==> src/rtl/ep_irq_pkg.sv <==
package ep_irq_pkg;
    localparam int FLAG_W     = 8;
    localparam int B_TXRDY    = 0;
    localparam int B_STALL    = 1;
    localparam int B_RXOUT    = 2;
    localparam int B_RXSETUP  = 3;
    localparam int B_NAKOUT   = 4;
    localparam int B_XFEROK   = 5;
    localparam int B_NAKIN    = 6;
    localparam int B_FIFOCTL  = 7;
    localparam int EN_FLOWERR = 7;
    localparam int CTRL_GLOBAL = 7;

    // bits that are stored as flags (transfer-allowed is computed on read)
    localparam logic [FLAG_W-1:0] STORE_MASK = 8'hDF;
    // bits that act as interrupt sources
    localparam logic [FLAG_W-1:0] IRQ_MASK   = 8'h5F;
    // device-level flag positions
    localparam logic [FLAG_W-1:0] DEV_MASK   = 8'h7D;

    // a written 0 over a set bit clears it; a written 1 keeps the stored value
    function automatic logic [FLAG_W-1:0] clear_on_zero(
        input logic [FLAG_W-1:0] cur,
        input logic [FLAG_W-1:0] wd
    );
        return cur & wd;
    endfunction
endpackage

==> src/rtl/ep_sel_reg.sv <==
module ep_sel_reg #(
    parameter int NUM_EP = 5,
    localparam int SEL_W = (NUM_EP > 1) ? $clog2(NUM_EP) : 1
) (
    input  logic             clk,
    input  logic             rst_n,
    input  logic             sel_we,
    input  logic [7:0]       wdata,
    output logic [SEL_W-1:0] sel
);
    logic in_range;

    always_comb begin
        in_range = (int'(wdata) < NUM_EP);
    end

    always_ff @(posedge clk) begin
        if (!rst_n) begin
            sel <= '0;
        end else if (sel_we && in_range) begin
            sel <= wdata[SEL_W-1:0];
        end
    end
endmodule

==> src/rtl/ep_flag_bank.sv <==
module ep_flag_bank
    import ep_irq_pkg::*;
(
    input  logic              clk,
    input  logic              rst_n,
    input  logic [FLAG_W-1:0] evt,
    input  logic              ovf_evt,
    input  logic              unf_evt,
    input  logic              flag_we,
    input  logic              flow_we,
    input  logic              en_we,
    input  logic [FLAG_W-1:0] wdata,
    output logic [FLAG_W-1:0] flags,
    output logic [FLAG_W-1:0] en,
    output logic              ovf,
    output logic              unf,
    output logic              sum,
    output logic              irq_req
);
    logic [FLAG_W-1:0] flags_nxt;
    logic              ovf_nxt;
    logic              unf_nxt;
    logic              sum_nxt;
    logic              evt_any;
    logic              setup_ack;

    always_comb begin
        setup_ack = flag_we && flags[B_RXSETUP] && !wdata[B_RXSETUP];
        flags_nxt = flags;
        if (flag_we) begin
            flags_nxt = clear_on_zero(flags, wdata);
        end
        if (setup_ack) begin
            flags_nxt[B_TXRDY] = 1'b1;
            flags_nxt[B_RXOUT] = 1'b0;
        end
        // hardware sets applied last: a same-cycle set beats any clear
        flags_nxt = (flags_nxt | evt) & STORE_MASK;

        ovf_nxt = (ovf & !(flow_we && !wdata[0])) | ovf_evt;
        unf_nxt = (unf & !(flow_we && !wdata[1])) | unf_evt;

        evt_any = (|(evt & STORE_MASK)) | ovf_evt | unf_evt;
        if (evt_any) begin
            sum_nxt = 1'b1;
        end else if (flag_we && (flags_nxt == '0)) begin
            sum_nxt = 1'b0;
        end else begin
            sum_nxt = sum;
        end
    end

    always_ff @(posedge clk) begin
        if (!rst_n) begin
            flags <= '0;
            en    <= '0;
            ovf   <= 1'b0;
            unf   <= 1'b0;
            sum   <= 1'b0;
        end else begin
            flags <= flags_nxt;
            ovf   <= ovf_nxt;
            unf   <= unf_nxt;
            sum   <= sum_nxt;
            if (en_we) begin
                en <= wdata;
            end
        end
    end

    always_comb begin
        irq_req = (|(flags & en & IRQ_MASK)) | (en[EN_FLOWERR] & (ovf | unf));
    end
endmodule

==> src/rtl/dev_flag_reg.sv <==
module dev_flag_reg
    import ep_irq_pkg::*;
(
    input  logic              clk,
    input  logic              rst_n,
    input  logic [FLAG_W-1:0] evt,
    input  logic              flag_we,
    input  logic              en_we,
    input  logic [FLAG_W-1:0] wdata,
    output logic [FLAG_W-1:0] flags,
    output logic [FLAG_W-1:0] en,
    output logic              irq_req
);
    logic [FLAG_W-1:0] flags_nxt;

    always_comb begin
        flags_nxt = flag_we ? clear_on_zero(flags, wdata) : flags;
        flags_nxt = (flags_nxt | evt) & DEV_MASK;
        irq_req   = |(flags & en & DEV_MASK);
    end

    always_ff @(posedge clk) begin
        if (!rst_n) begin
            flags <= '0;
            en    <= '0;
        end else begin
            flags <= flags_nxt;
            if (en_we) begin
                en <= wdata;
            end
        end
    end
endmodule

==> src/rtl/ep_irq_ctrl.sv <==
module ep_irq_ctrl
    import ep_irq_pkg::*;
#(
    parameter int NUM_EP = 5,
    localparam int SEL_W = (NUM_EP > 1) ? $clog2(NUM_EP) : 1,
    localparam int EVT_W = NUM_EP * FLAG_W
) (
    input  logic              clk,
    input  logic              rst_n,
    input  logic [7:0]        cpu_wdata,
    input  logic              sel_we,
    input  logic              flag_we,
    input  logic              en_we,
    input  logic              flow_we,
    input  logic              dev_flag_we,
    input  logic              dev_en_we,
    input  logic              ctrl_we,
    input  logic [EVT_W-1:0]  hw_ep_evt,
    input  logic [NUM_EP-1:0] hw_ovf_evt,
    input  logic [NUM_EP-1:0] hw_unf_evt,
    input  logic [7:0]        hw_dev_evt,
    input  logic [NUM_EP-1:0] ep_is_in,
    input  logic [NUM_EP-1:0] fifo_full,
    input  logic [NUM_EP-1:0] fifo_empty,
    output logic [SEL_W-1:0]  sel_q,
    output logic [7:0]        flag_rd,
    output logic [7:0]        en_rd,
    output logic [1:0]        flow_rd,
    output logic [NUM_EP-1:0] summary,
    output logic [7:0]        dev_flags,
    output logic [7:0]        dev_en,
    output logic              usb_en,
    output logic              ep_irq,
    output logic              gen_irq
);
    logic [FLAG_W-1:0] fl_a  [NUM_EP];
    logic [FLAG_W-1:0] en_a  [NUM_EP];
    logic [NUM_EP-1:0] ovf_v;
    logic [NUM_EP-1:0] unf_v;
    logic [NUM_EP-1:0] req_v;
    logic              dev_req;

    ep_sel_reg #(.NUM_EP(NUM_EP)) u_sel (
        .clk    (clk),
        .rst_n  (rst_n),
        .sel_we (sel_we),
        .wdata  (cpu_wdata),
        .sel    (sel_q)
    );

    for (genvar e = 0; e < NUM_EP; e++) begin : g_ep
        logic hit;
        assign hit = (int'(sel_q) == e);
        ep_flag_bank u_bank (
            .clk     (clk),
            .rst_n   (rst_n),
            .evt     (hw_ep_evt[e*FLAG_W +: FLAG_W]),
            .ovf_evt (hw_ovf_evt[e]),
            .unf_evt (hw_unf_evt[e]),
            .flag_we (flag_we && hit),
            .flow_we (flow_we && hit),
            .en_we   (en_we && hit),
            .wdata   (cpu_wdata),
            .flags   (fl_a[e]),
            .en      (en_a[e]),
            .ovf     (ovf_v[e]),
            .unf     (unf_v[e]),
            .sum     (summary[e]),
            .irq_req (req_v[e])
        );
    end

    dev_flag_reg u_dev (
        .clk     (clk),
        .rst_n   (rst_n),
        .evt     (hw_dev_evt),
        .flag_we (dev_flag_we),
        .en_we   (dev_en_we),
        .wdata   (cpu_wdata),
        .flags   (dev_flags),
        .en      (dev_en),
        .irq_req (dev_req)
    );

    always_ff @(posedge clk) begin
        if (!rst_n) begin
            usb_en <= 1'b0;
        end else if (ctrl_we) begin
            usb_en <= cpu_wdata[CTRL_GLOBAL];
        end
    end

    always_comb begin
        flag_rd = fl_a[sel_q];
        flag_rd[B_XFEROK] = ep_is_in[sel_q] ? !fifo_full[sel_q] : !fifo_empty[sel_q];
        en_rd   = en_a[sel_q];
        flow_rd = {unf_v[sel_q], ovf_v[sel_q]};
        ep_irq  = usb_en && (|req_v);
        gen_irq = usb_en && dev_req;
    end
endmodule

==> config.mk <==
export PLATFORM = sky130hd
export DESIGN_NAME = ep_irq_ctrl
export DESIGN_NICKNAME = d
export VERILOG_FILES = /design/src/rtl/ep_irq_pkg.sv /design/src/rtl/ep_sel_reg.sv /design/src/rtl/ep_flag_bank.sv /design/src/rtl/dev_flag_reg.sv /design/src/rtl/ep_irq_ctrl.sv
export SDC_FILE = /design/constraint.sdc
export NUM_CORES = 1
export LEC_CHECK = 0
export ABC_AREA = 1
export BUFFER_PORTS_ARGS = -buffer_cell sky130_fd_sc_hd__buf_2
export CAP_MARGIN = 20
export CORE_MARGIN = 3
export CORE_UTILIZATION = 35
export CTS_CLUSTER_SIZE = 30
export DETAILED_ROUTE_END_ITERATION = 10
export MAX_ROUTING_LAYER = met4
export PLACE_DENSITY_LB_ADDON = 0.05
export SYNTH_ARGS = -nofsm -noshare
export SYNTH_HDL_FRONTEND = slang
export SYNTH_SLANG_ARGS = --single-unit
==> constraint.sdc <==
create_clock -name clk -period 1.8 [get_ports clk]
set_input_delay 0.09 -clock clk [delete_from_list [all_inputs] [get_ports clk]]
set_output_delay 0.09 -clock clk [all_outputs]
set_load 0.03 [all_outputs]
==> results by group, run 1 <==
Synth
  • Netlist area before placement: 0.00532 mm²
  • Largest area contributor in the netlist: dfxtp_1
  • Mapped Cells: 767
  • Async SR Flop Fraction: 0%
  • Post-synthesis sequential area ratio: 40.7%
  • Predominant post-synthesis flop cell: dfxtp_1
  • Post-synth EDFFs: 0
  • Synth area leaders: dfxtp_1 41%, a21oi_1 10%, o21ai_0 9.8%
  • Synth top area share: 40.7%
  • Netlist cell types: 35
  • Syn Area/Cell: 6.93 µm²
  • Synth Register Bits: 108
  • Yosys synthesis warning count: 0

Drt
  • DRC Markers: 0
  • DR vias/cell: 5.36
  • Drt total wl: 22900 µm
  • Vias after detailed routing: 6196
  • Final ANT Viol Nets: 0
  • Drt first pass iters: 5
  • Drt wl/cell: 19.9 µm
  • Drt initial violations: 470

Critical path
  • Crit-path slowest cell: dfxtp_2
  • Largest fanout on the critical path: 7
  • WP data required: 1.71 ns
  • Crit-path cells: buf_12 > nand2_8 > buf_12 > buf_4 > o22ai_2 > o21ai_1 > o21ai_1 > buf_4
  • Worst r2r dst: g_ep[4].u_bank.sum
  • Reg2reg path depth: 13
  • Critical Path Source Type: flip-flop
  • Critical path endpoint category: output port
  • Setup CP Type: flip-flop to output port
  • Crit path DAT: 1.76 ns
  • CP max stage delay: 0.37 ns
  • Worst R2R Setup Slack: 0.02 ns
  • Worst r2r src: u_sel.sel[1]

Cells and area
  • Nets@finish: 1056
  • Non-filler cells, final: 1156
  • Area Overhead vs Synth: 45.6%
  • Layout cell share with drive strength beyond 1: 30.5%

Die
  • Die Area: 0.0167 mm²
  • Starting Density: 36.2%
  • CORE AREA: 0.0147 mm²
  • Std cell rows: 44
  • Die H: 129 µm
  • Die span in x: 129 µm
  • Top Ports: 135

Global routing
  • First-pass GRT wire length: 34200 µm
  • GRT overflow: 0
  • Initial antenna violation count: 1
  • Vias in the first global route: 6030
  • Largest net degree at the start of global routing: 54
  • GRT Resource Usage Total: 28.0%

STA
  • Slew margin rel.: 64.3%
  • Final Skew: 0.00672 ns
  • Setup ws final: -0.0467 ns
  • Unrepaired setup endpoints after global routing: yes
  • Final Slew Violations: 0
  • Fmax: 0.542 GHz
  • Fin. Hold Viols: 0
  • Final period util: 103%
  • Fin crit period: 1.85 ns
  • Final setup fails: 13
  • Worst Tran Pin Value: 0.535 ns

Power and ir drop
  • P per Cell Area: 765 mW/mm²
  • Peak VDD IR: 412 µV
  • Lkg Pwr: 3.42 nW
  • Post-route total power: 5.92 mW

Place
  • # port buffers: 125
  • GP Congestion: 0.958
  • Detailed placement HPWL: 16900 µm
  • # placed instances: 1091

Run status
  • Outcome: complete, but fails checks
  • Failing checks: negative setup slack

Clock network
  • Clock transition at path regs: 0.07 ns
  • H-tree depth: 3
  • Clock Path Buffers: 2
  • CTS sink cnt: 108
  • CTS Root Cell: clkbuf_16
  • Worst-Skew Late Latency: 0.36 ns
  • CTS tree: yes
  • Cts bufs inserted: 9

Min path
  • Hold path endpoint: g_ep[4].u_bank.flags[6]
  • Hold Path Stages: 3
  • Worst min-delay path class: input port to flip-flop
  • Hold Crit Start: hw_ep_evt[38]

Flow run
  • Max-Cap Viols: 0
metal layers:
metal | GRT usage (%) | vias to the layer above | share of wire, %
li1 | - | 2979 | -
met1 | 36.9 | 2924 | 45
met2 | 42.7 | 245 | 45
met3 | 5.52 | 48 | 7.6
met4 | 10.2 | 0 | 3.1
met5 | - | - | 0
registers in the layout (all words and copies together) (netlist names):
name               cells
u_dev.en               8
g_ep.u_bank.ovf        5
g_ep.u_bank.sum        5
g_ep.u_bank.flags     35
g_ep.u_bank.en        40
u_dev.flags            6
g_ep.u_bank.unf        5
usb_en                 1
u_sel.sel              3
worst max path at each step:
stage	start	endpoint	slack, ns	cells past startpoint
3_5_place_dp	u_sel.sel[0]	en_rd[3]	0.02	7
3_3_place_gp	u_sel.sel[0]	g_ep[3].u_bank.sum	0.04	10
6_report	u_sel.sel[1]	en_rd[7]	-0.05	8
4_1_cts	u_sel.sel[1]	flag_rd[2]	-0.05	8
2_1_floorplan	u_sel.sel[0]	en_rd[0]	-0.08	5
5_1_grt	u_sel.sel[1]	flow_rd[0]	-0.14	8
area by class of cell:
| class | instances | area [µm²] |
|---|---|---|
| antenna | 1 | 2.50 |
| clock buffer | 11 | 253 |
| tap | 184 | 230 |
| timing repair buffer | 228 | 1750 |
| inverter | 128 | 503 |
| clock inverter | 5 | 81.3 |
| fill | 1498 | 6960 |
| multi-input combinational | 491 | 2750 |
| sequential | 108 | 2170 |
report_power, final:
part / internal [mW] / switching [mW]
Combinational: 0.422 / 0.656
Clock: 1.30 / 0.939
Sequential: 2.51 / 0.0937
Total: 4.23 / 1.69
worst max-delay path: cells and delay by family (launching register included):
kind            cells  cell delay (ns)
buf+inv             4             0.64
flops               1             0.37
compound gates      3             0.32
simple gates        1             0.07
logic make-up (layout without fill, tap and decap cells):
group | after synthesis | count (layout) | share of synthesized area (%)
AO/OA/AOI/OAI | 268 | 268 | 27.4
buffers and inverters | 169 | 372 | 13.0
multiplexers | 1 | 1 | 0.188
AND/OR/NAND/NOR | 220 | 220 | 18.6
other | 1 | 3 | 0.0705
flip-flops | 108 | 108 | 40.7
metrics by stage:
step / instance area, µm² / util [%] / worst slack [ns] / TNS, ns / hold WS [ns]
finish: 7740 / 52.6 / -0.0467 / -0.355 / 0.00119
global route: 7740 / 52.6 / -0.136 / -1.74 / 0.0112
CTS: 7500 / 51.0 / -0.0523 / -0.474 / 0.000303
detailed placement: 6470 / 44.0 / 0.0185 / 0 / 0.288
global placement: 6470 / 44.0 / 0.0393 / 0 / 0.283
floorplan: 5330 / - / -0.0753 / -0.753 / 0.184
what timing repair did:
action,in CTS,in global routing
pin swaps,17,17
hold endpoints to repair,35,0
endpoints found under the setup margin,19,24
gates cloned,1,1
gates resized for setup,100,54
setup buffers,9,4
hold buffers,34,0
layout by cell type (no fill, tap or decap), drive strengths merged:
| cell | count |
|---|---|
| dfxtp | 108 |
| nand3b | 3 |
| bufinv | 2 |
| nand3 | 28 |
| conb | 2 |
| o22ai | 37 |
| clkbuf | 12 |
| o2bb2ai | 5 |
| nor2 | 58 |
| nor4 | 8 |
| a221oi | 4 |
| nand4 | 14 |
| a2bb2oi | 1 |
| o211ai | 4 |
| a21oi | 109 |
| clkinvlp | 1 |
| buf | 193 |
| a22o | 3 |
| inv | 127 |
| o21ai | 104 |
| clkinv | 3 |
| diode | 1 |
| nand2 | 103 |
| nor3 | 6 |
| a31oi | 1 |
| dlygate4sd3 | 34 |
| mux2i | 1 |
cell usage after synthesis, drive strengths merged (8+ instances only):
| cell type | number |
|---|---|
| o22ai | 37 |
| nand2 | 103 |
| o21ai | 104 |
| a21oi | 109 |
| nor4 | 8 |
| dfxtp | 108 |
| nand3 | 28 |
| buf | 22 |
| inv | 127 |
| nor2 | 58 |
| clkbuf | 19 |
| nand4 | 14 |
Power figures use the tool's default switching activity.
==> run 2: changes to the inputs <==
--- a/config.mk
+++ b/config.mk
@@ -8,7 +8,7 @@
 export ABC_AREA = 1
 export BUFFER_PORTS_ARGS = -buffer_cell sky130_fd_sc_hd__buf_2
 export CAP_MARGIN = 20
-export CORE_MARGIN = 3
+export CORE_MARGIN = 1.5
 export CORE_UTILIZATION = 35
 export CTS_CLUSTER_SIZE = 30
 export DETAILED_ROUTE_END_ITERATION = 10
==> results by group, run 2 (synthesis gave the netlist of run 1 again) <==
Run status
  • Outcome: complete, but fails checks (unchanged)
  • Failing checks: negative setup slack (unchanged)

STA
  • Final period util: 105% (was 103%)
  • Unrepaired setup endpoints after global routing: yes (unchanged)
  • Final setup fails: 9 (was 13)
  • Hold Slack: 0.00878 ns (was 0.00119 ns)
  • Worst Tran Pin Value: 0.540 ns (was 0.535 ns)
  • Slew margin rel.: 63.9% (was 64.3%)
  • Final Skew: 0.00999 ns (was 0.00672 ns)
  • Final Slew Violations: 0 (unchanged)
  • Fmax: 0.530 GHz (was 0.542 GHz)
  • Fin Setup TNS: -0.337 ns (was -0.355 ns)
  • Fin crit period: 1.89 ns (was 1.85 ns)
  • Fin. Hold Viols: 0 (unchanged)
  • Setup ws final: -0.0884 ns (was -0.0467 ns)

Critical path
  • Crit-path slowest cell: dfxtp_4 (was dfxtp_2)
  • CP bufs+invs: 4 (unchanged)
  • CP max stage delay: 0.42 ns (was 0.37 ns)
  • Worst r2r src: u_sel.sel[0] (was u_sel.sel[1])
  • Crit path DAT: 1.80 ns (was 1.76 ns)
  • Reg2reg path depth: 12 (was 13)
  • Critical path endpoint category: output port (unchanged)
  • Worst r2r dst: g_ep[3].u_bank.sum (was g_ep[4].u_bank.sum)
  • Crit-path cells: buf_6 > nand2_8 > buf_12 > buf_8 > o21ai_4 > nor2_1 > nor2_1 > a2bb2oi_2 > buf_6 (was buf_12 > nand2_8 > buf_12 > buf_4 > o22ai_2 > o21ai_1 > o21ai_1 > buf_4)
  • WP data required: 1.71 ns (about the same)
  • Setup CP Type: flip-flop to output port (unchanged)
  • Worst R2R Setup Slack: 0.05 ns (was 0.02 ns)
  • Critical Path Source Type: flip-flop (unchanged)
  • Largest fanout on the critical path: 7 (unchanged)
  • CP top delay family: buffers and inverters (unchanged)

Drt
  • Drt initial violations: 417 (was 470)
  • Drt total wl: 22600 µm (was 22900 µm)
  • DR vias/cell: 5.29 (was 5.36)
  • Vias after detailed routing: 6175 (was 6196)
  • Final ANT Viol Nets: 0 (unchanged)
  • DRC Markers: 0 (unchanged)
  • Drt wl/cell: 19.3 µm (was 19.9 µm)
  • Drt first pass iters: 5 (unchanged)

Min path
  • Hold path endpoint: g_ep[1].u_bank.flags[4] (was g_ep[4].u_bank.flags[6])
  • Worst min-delay path class: input port to flip-flop (unchanged)
  • Hold Path Stages: 3 (unchanged)
  • Hold Crit Start: hw_ep_evt[12] (was hw_ep_evt[38])

Place
  • Detailed placement HPWL: 16700 µm (was 16900 µm)
  • GP Congestion: 0.948 (was 0.958)
  • # port buffers: 125 (unchanged)
  • # placed instances: 1090 (was 1091)

Cells and area
  • Area Overhead vs Synth: 45.5% (was 45.6%)
  • Non-filler cells, final: 1167 (was 1156)
  • Top reg by flops: g_ep.u_bank.en (unchanged)
  • Largest register FFs: 40 (unchanged)
  • Nets@finish: 1068 (was 1056)
  • Fill cells: 1458 (was 1498)
  • Leading cell type in the layout, fill and taps excluded: inv_1 (unchanged)
  • Highest-count cells in the layout ignoring fill and taps: 115 x inv_1, 108 x buf_2, 102 x dfxtp_1 (was 108 x inv_1, 106 x buf_2, 102 x dfxtp_1)
  • Biggest regs: g_ep.u_bank.en x40, g_ep.u_bank.flags x35, u_dev.en x8 (unchanged)
  • Layout cell share with drive strength beyond 1: 29.0% (was 30.5%)
  • Final core occ: 52.6% (about the same)
  • Antenna diodes: 0 (was 1)

Global routing
  • Largest net degree at the start of global routing: 48 (was 54)
  • Vias in the first global route: 5812 (was 6030)
  • GRT overflow: 0 (unchanged)
  • First-pass GRT wire length: 33700 µm (was 34200 µm)
  • GRT Resource Usage Total: 29.0% (was 28.0%)
  • Initial antenna violation count: 0 (was 1)

Power and ir drop
  • Peak VDD IR: 443 µV (was 412 µV)
  • Lkg Pwr: 3.45 nW (was 3.42 nW)
  • P per Cell Area: 718 mW/mm² (was 765 mW/mm²)
  • Post-route total power: 5.55 mW (was 5.92 mW)

Clock network
  • H-tree depth: 3 (unchanged)
  • Worst-Skew Late Latency: 0.36 ns (about the same)
  • Clock transition at path regs: 0.06 ns (was 0.07 ns)
  • CTS sink cnt: 108 (unchanged)
  • Cts bufs inserted: 9 (unchanged)
  • CTS tree: yes (unchanged)
  • CTS Root Cell: clkbuf_16 (unchanged)
  • Clock Path Buffers: 2 (unchanged)

Die
  • Top Ports: 135 (unchanged)
  • Std cell rows: 44 (unchanged)
  • Starting Density: 36.2% (unchanged)
  • Die H: 126 µm (was 129 µm)
  • Die Area: 0.0159 mm² (was 0.0167 mm²)
  • CORE AREA: 0.0147 mm² (unchanged)
  • Die span in x: 126 µm (was 129 µm)

Flow run
  • Max-Cap Viols: 0 (unchanged)
-- run 2: cell count changes in the layout (fill, tap and decap cells not counted), sizes merged --
| cell | before | now |
|---|---|---|
| clkinvlp | 1 | 0 |
| bufinv | 2 | 0 |
| clkbuf | 12 | 13 |
| dlygate4sd3 | 34 | 38 |
| buf | 193 | 202 |
| inv | 127 | 128 |
| diode | 1 | 0 |
-- run 2: how the worst max path moves through the flow --
stage / start / to / slack, ns / cells past startpoint
final: u_sel.sel[1] / flag_rd[5] / -0.09 / 9
after global routing: u_sel.sel[1] / flag_rd[5] / -0.16 / 9
after CTS: u_sel.sel[1] / flag_rd[5] / -0.05 / 10
after detailed placement: u_sel.sel[0] / en_rd[0] / -0.02 / 7
after global placement: u_sel.sel[0] / en_rd[0] / 0.02 / 7
after floorplan: u_sel.sel[0] / en_rd[0] / -0.08 / 5
-- run 2: area by class of cell --
| cell class | count | area [µm²] | area share, % |
|---|---|---|---|
| clock inverter | 3 | 22.5 | 0.291 |
| clock buffer | 13 | 240 | 3.11 |
| inverter | 128 | 490 | 6.34 |
| timing repair buffer | 240 | 1870 | 24.1 |
| sequential | 108 | 2180 | 28.2 |
| tap | 184 | 230 | 2.98 |
| multi-input combinational | 491 | 2710 | 35.0 |
-- run 2: what timing repair did --
| item | CTS | global route |
|---|---|---|
| cloned | 2 | 1 |
| hold buffers | 38 | 0 |
| hold endpoints to repair | 38 | 0 |
| setup endpoints to repair | 19 | 23 |
| gates resized for setup | 68 | 70 |
| pin swaps | 8 | 26 |
| buffers inserted | 10 | 11 |
-- run 2: worst reg2reg max path, cell delays in order, from the launching register on --
cell,delay [ns]
dfxtp_4,0.42
buf_6,0.14
nand2_8,0.08
buf_4,0.15
nor3_4,0.15
buf_12,0.15
a21oi_1,0.09
nor2_1,0.15
nand2_1,0.07
nor2_1,0.08
nand2_1,0.05
nand2_1,0.06
a21oi_2,0.05
-- run 2: metrics by stage --
step	setup WS [ns]	area (µm²)
finish	-0.0884	7730
global route	-0.157	7730
CTS	-0.0530	7420
detailed placement	-0.0199	6480
global placement	0.0212	6480
floorplan	-0.0753	5330
-- run 2: routing by layer --
metal	GRT usage [%]	vias to the layer above	part of all wire (%)
met3	3.23	22	7.3
met1	39.7	2916	45
li1	-	2994	-
met2	45.8	243	46
met4	7.71	0	1.5
met5	-	-	0
-- run 2: report_power, final --
group	internal, mW	total, mW	switching [mW]	leakage (nW)
registers	2.51	2.60	0.0935	0.896
logic	0.426	1.08	0.649	2.42
clock network	0.949	1.88	0.929	0.128
